### src/rtl/dbuf_pwm_pkg.sv
package dbuf_pwm_pkg;

   // control bits as held in the channel
   typedef struct packed {
      logic run;
      logic preload;
      logic autoreload;
   } ctl_t;

   localparam ctl_t CTL_RESET = '{run: 1'b0, preload: 1'b0, autoreload: 1'b0};

endpackage

### src/rtl/dbuf_pwm_shadow.sv
// One software-written holding register; the active copy lives elsewhere.
module dbuf_pwm_shadow #(
   parameter int WIDTH = 16
) (
   input  logic             clk,
   input  logic             rst_n,
   input  logic             we,
   input  logic [WIDTH-1:0] wdata,
   output logic [WIDTH-1:0] value
);

   always_ff @(posedge clk or negedge rst_n) begin
      if (!rst_n) begin
         value <= '0;
      end else if (we) begin
         value <= wdata;
      end
   end

endmodule

### src/rtl/dbuf_pwm_ctrl.sv
// Control register: run, preload and auto-reload, captured on a write strobe.
module dbuf_pwm_ctrl
   import dbuf_pwm_pkg::*;
(
   input  logic clk,
   input  logic rst_n,
   input  logic we,
   input  logic run,
   input  logic preload,
   input  logic autoreload,
   output ctl_t ctl
);

   always_ff @(posedge clk or negedge rst_n) begin
      if (!rst_n) begin
         ctl <= CTL_RESET;
      end else if (we) begin
         ctl.run        <= run;
         ctl.preload    <= preload;
         ctl.autoreload <= autoreload;
      end
   end

   // a control write lands one edge later
   AST_CTL_CAPTURE: assert property (@(posedge clk) disable iff (!rst_n)
      we |=> (ctl.run == $past(run)) && (ctl.preload == $past(preload))
             && (ctl.autoreload == $past(autoreload)));

endmodule

### src/rtl/dbuf_pwm_counter.sv
// Active count and active threshold, with the preload / wrap transfer rules.
module dbuf_pwm_counter
   import dbuf_pwm_pkg::*;
#(
   parameter int WIDTH = 16
) (
   input  logic             clk,
   input  logic             rst_n,
   input  logic             tick_en,
   input  ctl_t             ctl,
   input  logic [WIDTH-1:0] cnt_buf,
   input  logic [WIDTH-1:0] cmp_buf,
   output logic [WIDTH-1:0] cnt_q,
   output logic [WIDTH-1:0] cmp_q,
   output logic [WIDTH-1:0] cnt_d,
   output logic [WIDTH-1:0] cmp_d,
   output logic             loaded_q,
   output logic             loaded_d,
   output logic             zero_pulse
);

   localparam logic [WIDTH-1:0] ONE = {{(WIDTH-1){1'b0}}, 1'b1};

   logic step_ok;
   logic hit_d;

   assign step_ok = ctl.run && !ctl.preload && tick_en;

   always_comb begin
      cnt_d    = cnt_q;
      cmp_d    = cmp_q;
      loaded_d = loaded_q;
      hit_d    = 1'b0;
      if (ctl.preload) begin
         cnt_d    = cnt_buf;
         cmp_d    = cmp_buf;
         loaded_d = 1'b1;
      end else if (step_ok) begin
         if (cnt_q == '0) begin
            if (ctl.autoreload) begin
               cnt_d = cnt_buf;
               cmp_d = cmp_buf;
            end
         end else begin
            cnt_d = cnt_q - ONE;
            hit_d = (cnt_q == ONE);
         end
      end
   end

   always_ff @(posedge clk or negedge rst_n) begin
      if (!rst_n) begin
         cnt_q      <= '0;
         cmp_q      <= '0;
         loaded_q   <= 1'b0;
         zero_pulse <= 1'b0;
      end else begin
         cnt_q      <= cnt_d;
         cmp_q      <= cmp_d;
         loaded_q   <= loaded_d;
         zero_pulse <= hit_d;
      end
   end

   AST_PRELOAD_COPY: assert property (@(posedge clk) disable iff (!rst_n)
      ctl.preload |=> (cnt_q == $past(cnt_buf)) && (cmp_q == $past(cmp_buf)));

   AST_HOLD_NO_TICK: assert property (@(posedge clk) disable iff (!rst_n)
      (!ctl.preload && !(ctl.run && tick_en)) |=> $stable(cnt_q) && $stable(cmp_q));

   AST_SINGLE_STEP: assert property (@(posedge clk) disable iff (!rst_n)
      (step_ok && cnt_q != '0) |=> cnt_q == $past(cnt_q) - ONE);

   AST_WRAP_RELOAD: assert property (@(posedge clk) disable iff (!rst_n)
      (step_ok && cnt_q == '0 && ctl.autoreload) |=> cnt_q == $past(cnt_buf));

   AST_ONESHOT_HOLD: assert property (@(posedge clk) disable iff (!rst_n)
      (step_ok && cnt_q == '0 && !ctl.autoreload) |=> cnt_q == '0);

   AST_PULSE_AT_ZERO: assert property (@(posedge clk) disable iff (!rst_n)
      zero_pulse |-> (cnt_q == '0) && ($past(cnt_q) == ONE));

   AST_PULSE_SINGLE: assert property (@(posedge clk) disable iff (!rst_n)
      zero_pulse |=> !zero_pulse);

endmodule

### src/rtl/dbuf_pwm_outgen.sv
// Pin level generator; a parameter selects a real PWM stage or a tied-low pin.
module dbuf_pwm_outgen #(
   parameter int WIDTH   = 16,
   parameter bit HAS_PWM = 1'b1
) (
   input  logic             clk,
   input  logic             rst_n,
   input  logic             loaded_d,
   input  logic [WIDTH-1:0] cnt_d,
   input  logic [WIDTH-1:0] cmp_d,
   output logic             pwm
);

   generate
      if (HAS_PWM) begin : g_pwm
         logic level_q;
         always_ff @(posedge clk or negedge rst_n) begin
            if (!rst_n) begin
               level_q <= 1'b0;
            end else begin
               level_q <= loaded_d && (cnt_d <= cmp_d);
            end
         end
         assign pwm = level_q;
      end else begin : g_tick_only
         logic unused_ok;
         assign unused_ok = ^{clk, rst_n, loaded_d, cnt_d, cmp_d};
         assign pwm = 1'b0;
      end
   endgenerate

endmodule

### src/rtl/dbuf_pwm_channel.sv
module dbuf_pwm_channel
   import dbuf_pwm_pkg::*;
#(
   parameter int WIDTH   = 16,
   parameter bit HAS_PWM = 1'b1
) (
   input  logic             clk,
   input  logic             rst_n,
   input  logic             tick_en,
   input  logic             cnt_buf_we,
   input  logic [WIDTH-1:0] cnt_buf_data,
   input  logic             cmp_buf_we,
   input  logic [WIDTH-1:0] cmp_buf_data,
   input  logic             ctl_we,
   input  logic             ctl_run,
   input  logic             ctl_load,
   input  logic             ctl_reload,
   output logic             pwm_out,
   output logic             zero_pulse,
   output logic [WIDTH-1:0] count_value
);

   generate
      if (WIDTH < 2 || WIDTH > 32) begin : g_bad_width
         $error("dbuf_pwm_channel: WIDTH must lie in 2..32");
      end
   endgenerate

   ctl_t             ctl;
   logic [WIDTH-1:0] cnt_buf, cmp_buf;
   logic [WIDTH-1:0] cnt_q, cmp_q, cnt_d, cmp_d;
   logic             loaded_q, loaded_d;

   dbuf_pwm_shadow #(.WIDTH(WIDTH)) u_cnt_buf (
      .clk(clk), .rst_n(rst_n), .we(cnt_buf_we), .wdata(cnt_buf_data), .value(cnt_buf)
   );

   dbuf_pwm_shadow #(.WIDTH(WIDTH)) u_cmp_buf (
      .clk(clk), .rst_n(rst_n), .we(cmp_buf_we), .wdata(cmp_buf_data), .value(cmp_buf)
   );

   dbuf_pwm_ctrl u_ctrl (
      .clk(clk), .rst_n(rst_n), .we(ctl_we), .run(ctl_run),
      .preload(ctl_load), .autoreload(ctl_reload), .ctl(ctl)
   );

   dbuf_pwm_counter #(.WIDTH(WIDTH)) u_counter (
      .clk(clk), .rst_n(rst_n), .tick_en(tick_en), .ctl(ctl),
      .cnt_buf(cnt_buf), .cmp_buf(cmp_buf),
      .cnt_q(cnt_q), .cmp_q(cmp_q), .cnt_d(cnt_d), .cmp_d(cmp_d),
      .loaded_q(loaded_q), .loaded_d(loaded_d), .zero_pulse(zero_pulse)
   );

   dbuf_pwm_outgen #(.WIDTH(WIDTH), .HAS_PWM(HAS_PWM)) u_outgen (
      .clk(clk), .rst_n(rst_n), .loaded_d(loaded_d),
      .cnt_d(cnt_d), .cmp_d(cmp_d), .pwm(pwm_out)
   );

   assign count_value = cnt_q;

   generate
      if (HAS_PWM) begin : g_pwm_chk
         AST_PWM_LEVEL: assert property (@(posedge clk) disable iff (!rst_n)
            pwm_out == (loaded_q && (cnt_q <= cmp_q)));
         AST_PWM_BEFORE_LOAD: assert property (@(posedge clk) disable iff (!rst_n)
            !loaded_q |-> !pwm_out);
      end else begin : g_tick_chk
         AST_TICK_PIN_LOW: assert property (@(posedge clk) disable iff (!rst_n)
            loaded_q |-> !pwm_out);
      end
   endgenerate

endmodule

### config.mk
export PLATFORM = sky130hd
export DESIGN_NAME = dbuf_pwm_channel
export DESIGN_NICKNAME = d
export VERILOG_FILES = /design/src/rtl/dbuf_pwm_pkg.sv /design/src/rtl/dbuf_pwm_shadow.sv /design/src/rtl/dbuf_pwm_ctrl.sv /design/src/rtl/dbuf_pwm_counter.sv /design/src/rtl/dbuf_pwm_outgen.sv /design/src/rtl/dbuf_pwm_channel.sv
export SDC_FILE = /design/constraint.sdc
export NUM_CORES = 1
export LEC_CHECK = 0
export BUFFER_PORTS_ARGS = -buffer_cell sky130_fd_sc_hd__buf_2
export CAP_MARGIN = 20
export CORE_ASPECT_RATIO = 2
export CORE_UTILIZATION = 62
export DETAILED_ROUTE_END_ITERATION = 10
export PLACE_DENSITY = 0.94
export SLEW_MARGIN = 20
export SYNTH_ARGS = -nofsm -noshare
export SYNTH_HDL_FRONTEND = slang
export SYNTH_SLANG_ARGS = --single-unit
### constraint.sdc
create_clock -name clk -period 4.55 [get_ports clk]
set_input_delay 0.6825 -clock clk [delete_from_list [all_inputs] [get_ports clk]]
set_output_delay 0.6825 -clock clk [all_outputs]
set_load 0.1 [all_outputs]
==> run metrics <==
setup bufs post-CTS=0; Hold Crit Class=in -> async; crit path launch type=register; root buffer cell=clkbuf_16; Hold Buf Count CTS=0; die height=114 um; R2R cell count=12; crit-path cells=inv_1 -> ha_1 -> nor4b_4 -> nand4_2 -> o21ai_0 -> a21oi_1 -> a211o_1 -> ha_1 -> a21oi_1 -> a311oi_1 -> a2111oi_0 -> a22o_1; Yosys cell types=51; Remaining DRCs=0; Ys Warns=0; Clk Latency, worst-skew pair=0.34 ns; CTS tree=done; setup TNS=0 ns; endpoints failing hold=0; post-synthesis register bit count=70; Die W=58.1 um; grt total ovfl=0; initial antenna violation count=0; Finished Layout Cells=503; Final Max Tran Viols=0; sequential fraction of the synthesis area=0.449; clk slew on worst S/H paths=0.05 ns; share of cells above drive strength 1=0.348; Final min period=4.00 ns; Worst R2R Start=u_counter.cnt_q[0]; Filler cells=390; worst-path maximum fanout=15; pin count of the biggest net entering global routing=66; Async SR Flop Fraction=1.00; global-route wire length before repair=15,000 um; post-synthesis cell area=3900 um^2; Max Cap Viol=0; wire per inst=18.2 um; Leak Pwr=2.02 nW; RSZ-0062 raised after global routing=no; core area=6060 um^2; Synthesized Nets=425; via-per-instance ratio=6.17; Worst Setup End Kind=register; Most used DFF post-synth=dfrtp_1; Critical Path RT=4.82 ns; Rel. slew slack=0.336; Crit-path slowest cell=nor4b_4; Setup WS pre-CTS=0.815 ns; Vias=3,102; P&R area growth vs syn=15.8%; Peak VDD IR=0.529 mV; WHS=0.157 ns; status=complete, no violations; Final ANT Viol Nets=0; Largest stage delay, worst path=0.58 ns; clk buf depth=2; die footprint=6640 um^2; Worst R2R End=u_outgen.pwm; FF-to-FF setup slack=0.55 ns; starting density of the core=0.645; Num CTS Buffers=9; Antenna diodes=0; iteration-0 DRC count of the detailed router=157; Worst-Margin Slew=0.992 ns; CTS Sinks=70; Reg area=1750 um^2; Synth Instances=365; num rows=40; TritonRoute pass-1 iters=5; CP Data Arrival Time=4.28 ns; Post-synth EDFFs=0; Final nets=474; Post-DP HPWL=6590 um; Placed Cells=487; Resized Gates After CTS=0; post-route worst setup slack=0.547 ns; f_max=250 MHz; Power Dens Cells=505 nW/um^2; Total Routed Length=9180 um; syn_area_per_cell=10.7 um^2; multi-input logic area=1980 um^2; GRT Total Usage=0.304; Clock Skews=0.0108 ns; total power=0.00228 W; number of I/O port buffers=58; Tcrit/Tclk final=0.880; type of the worst setup path=reg -> reg; final setup fails=0; # IOs=59; global placer's final weighted congestion=0.911; vias in the first global route=3,123; CTS H-Tree Depth=3
worst max-delay path: cells and delay by family, from the launching register on:
| family | cells | cell delay [ns] |
|---|---|---|
| AO/OA/AOI/OAI | 7 | 1.72 |
| buffers and inverters | 1 | 0.12 |
| AND/OR/NAND/NOR | 2 | 1.07 |
| flip-flops | 1 | 0.46 |
| adder cells (fa/ha/maj) | 2 | 0.56 |
how the worst max path moves through the flow:
stage,cells past startpoint,startpoint,endpoint
2_1_floorplan,13,u_counter.cnt_q[1],u_outgen.pwm
3_3_place_gp,12,u_counter.cnt_q[0],u_outgen.pwm
3_5_place_dp,12,u_counter.cnt_q[0],u_outgen.pwm
4_1_cts,12,u_counter.cnt_q[0],u_outgen.pwm
5_1_grt,12,u_counter.cnt_q[0],u_outgen.pwm
6_report,12,u_counter.cnt_q[0],u_outgen.pwm
per-layer routing:
layer  wire length [um]  GRT usage  part of all wire  up-vias
met1               3370      0.342              0.37     1512
met2               4950      0.514              0.54      144
li1                   -          -                 -     1419
met4                362      0.202             0.039        0
met3                490     0.0531             0.053       27
met5                  0          0                 0        -
cell type report:
cell class | count | area share
multi-input cells | 252 | 0.437
clock inverters | 4 | 0.00997
clock buffers | 12 | 0.0568
flip-flops and latches | 70 | 0.388
inverters | 21 | 0.0174
repair buffers | 60 | 0.0676
well taps | 84 | 0.0233
metrics by stage:
stage,util,area (um^2)
2_1_floorplan,-,3900
3_3_place_gp,0.696,4220
3_5_place_dp,0.696,4220
4_1_cts,0.746,4520
5_1_grt,0.746,4520
6_report,0.746,4520
cells in the mapped netlist (4+ instances only):
cell type | number | area [um^2]
a21oi_1 | 24 | 120
a211oi_1 | 4 | 30.0
nand2_1 | 22 | 82.6
dfrtp_1 | 70 | 1750
nor2_1 | 26 | 97.6
nand3_1 | 8 | 40.0
o21ai_0 | 17 | 85.1
mux2i_2 | 9 | 124
nor3_1 | 10 | 50.1
inv_1 | 12 | 45.0
nor2b_1 | 4 | 25.0
clkbuf_1 | 17 | 63.8
nand4_1 | 5 | 31.3
xnor2_1 | 8 | 70.1
mux2i_1 | 5 | 50.1
inv_2 | 9 | 33.8
ha_1 | 19 | 238
mux2_2 | 46 | 518
nor4_1 | 6 | 37.5
logic make-up (layout without fill, tap and decap cells):
kind of cell | after synthesis | after routing | share of synthesized area
xor gates and xnor gates | 10 | 10 | 0.0224
adders and majority gates | 19 | 19 | 0.0609
DFF | 70 | 70 | 0.449
buffers and inverters | 43 | 97 | 0.0449
and+or+nand+nor | 95 | 95 | 0.129
muxes | 61 | 61 | 0.180
AOI/OAI and AO/OA | 67 | 67 | 0.114
flip-flops by register name, summed over array words and instances, names as in the netlist:
signal	flops
u_counter.zero_pulse	1
u_counter.cmp_q	16
u_cnt_buf.value	16
u_cmp_buf.value	16
u_outgen.pwm	1
u_counter.loaded_q	1
u_counter.cnt_q	16
u_ctrl.ctl	3
power breakdown:
part / switching, W / total, W / internal [W]
registers: 0.000123 / 0.000838 / 0.000715
clock network: 0.000254 / 0.000705 / 0.000451
logic: 0.000500 / 0.000738 / 0.000238
total: 0.000877 / 0.00228 / 0.00140
cell usage in the layout (no fill, tap or decap), types with 10 or more instances in the layout:
master   count
a21oi_1     24
buf_2       58
dfrtp_1     70
ha_1        19
inv_1       12
mux2_2      46
nand2_1     22
nor2_1      26
nor3_1      10
o21ai_0     17
Power figures use the tool's default switching activity.
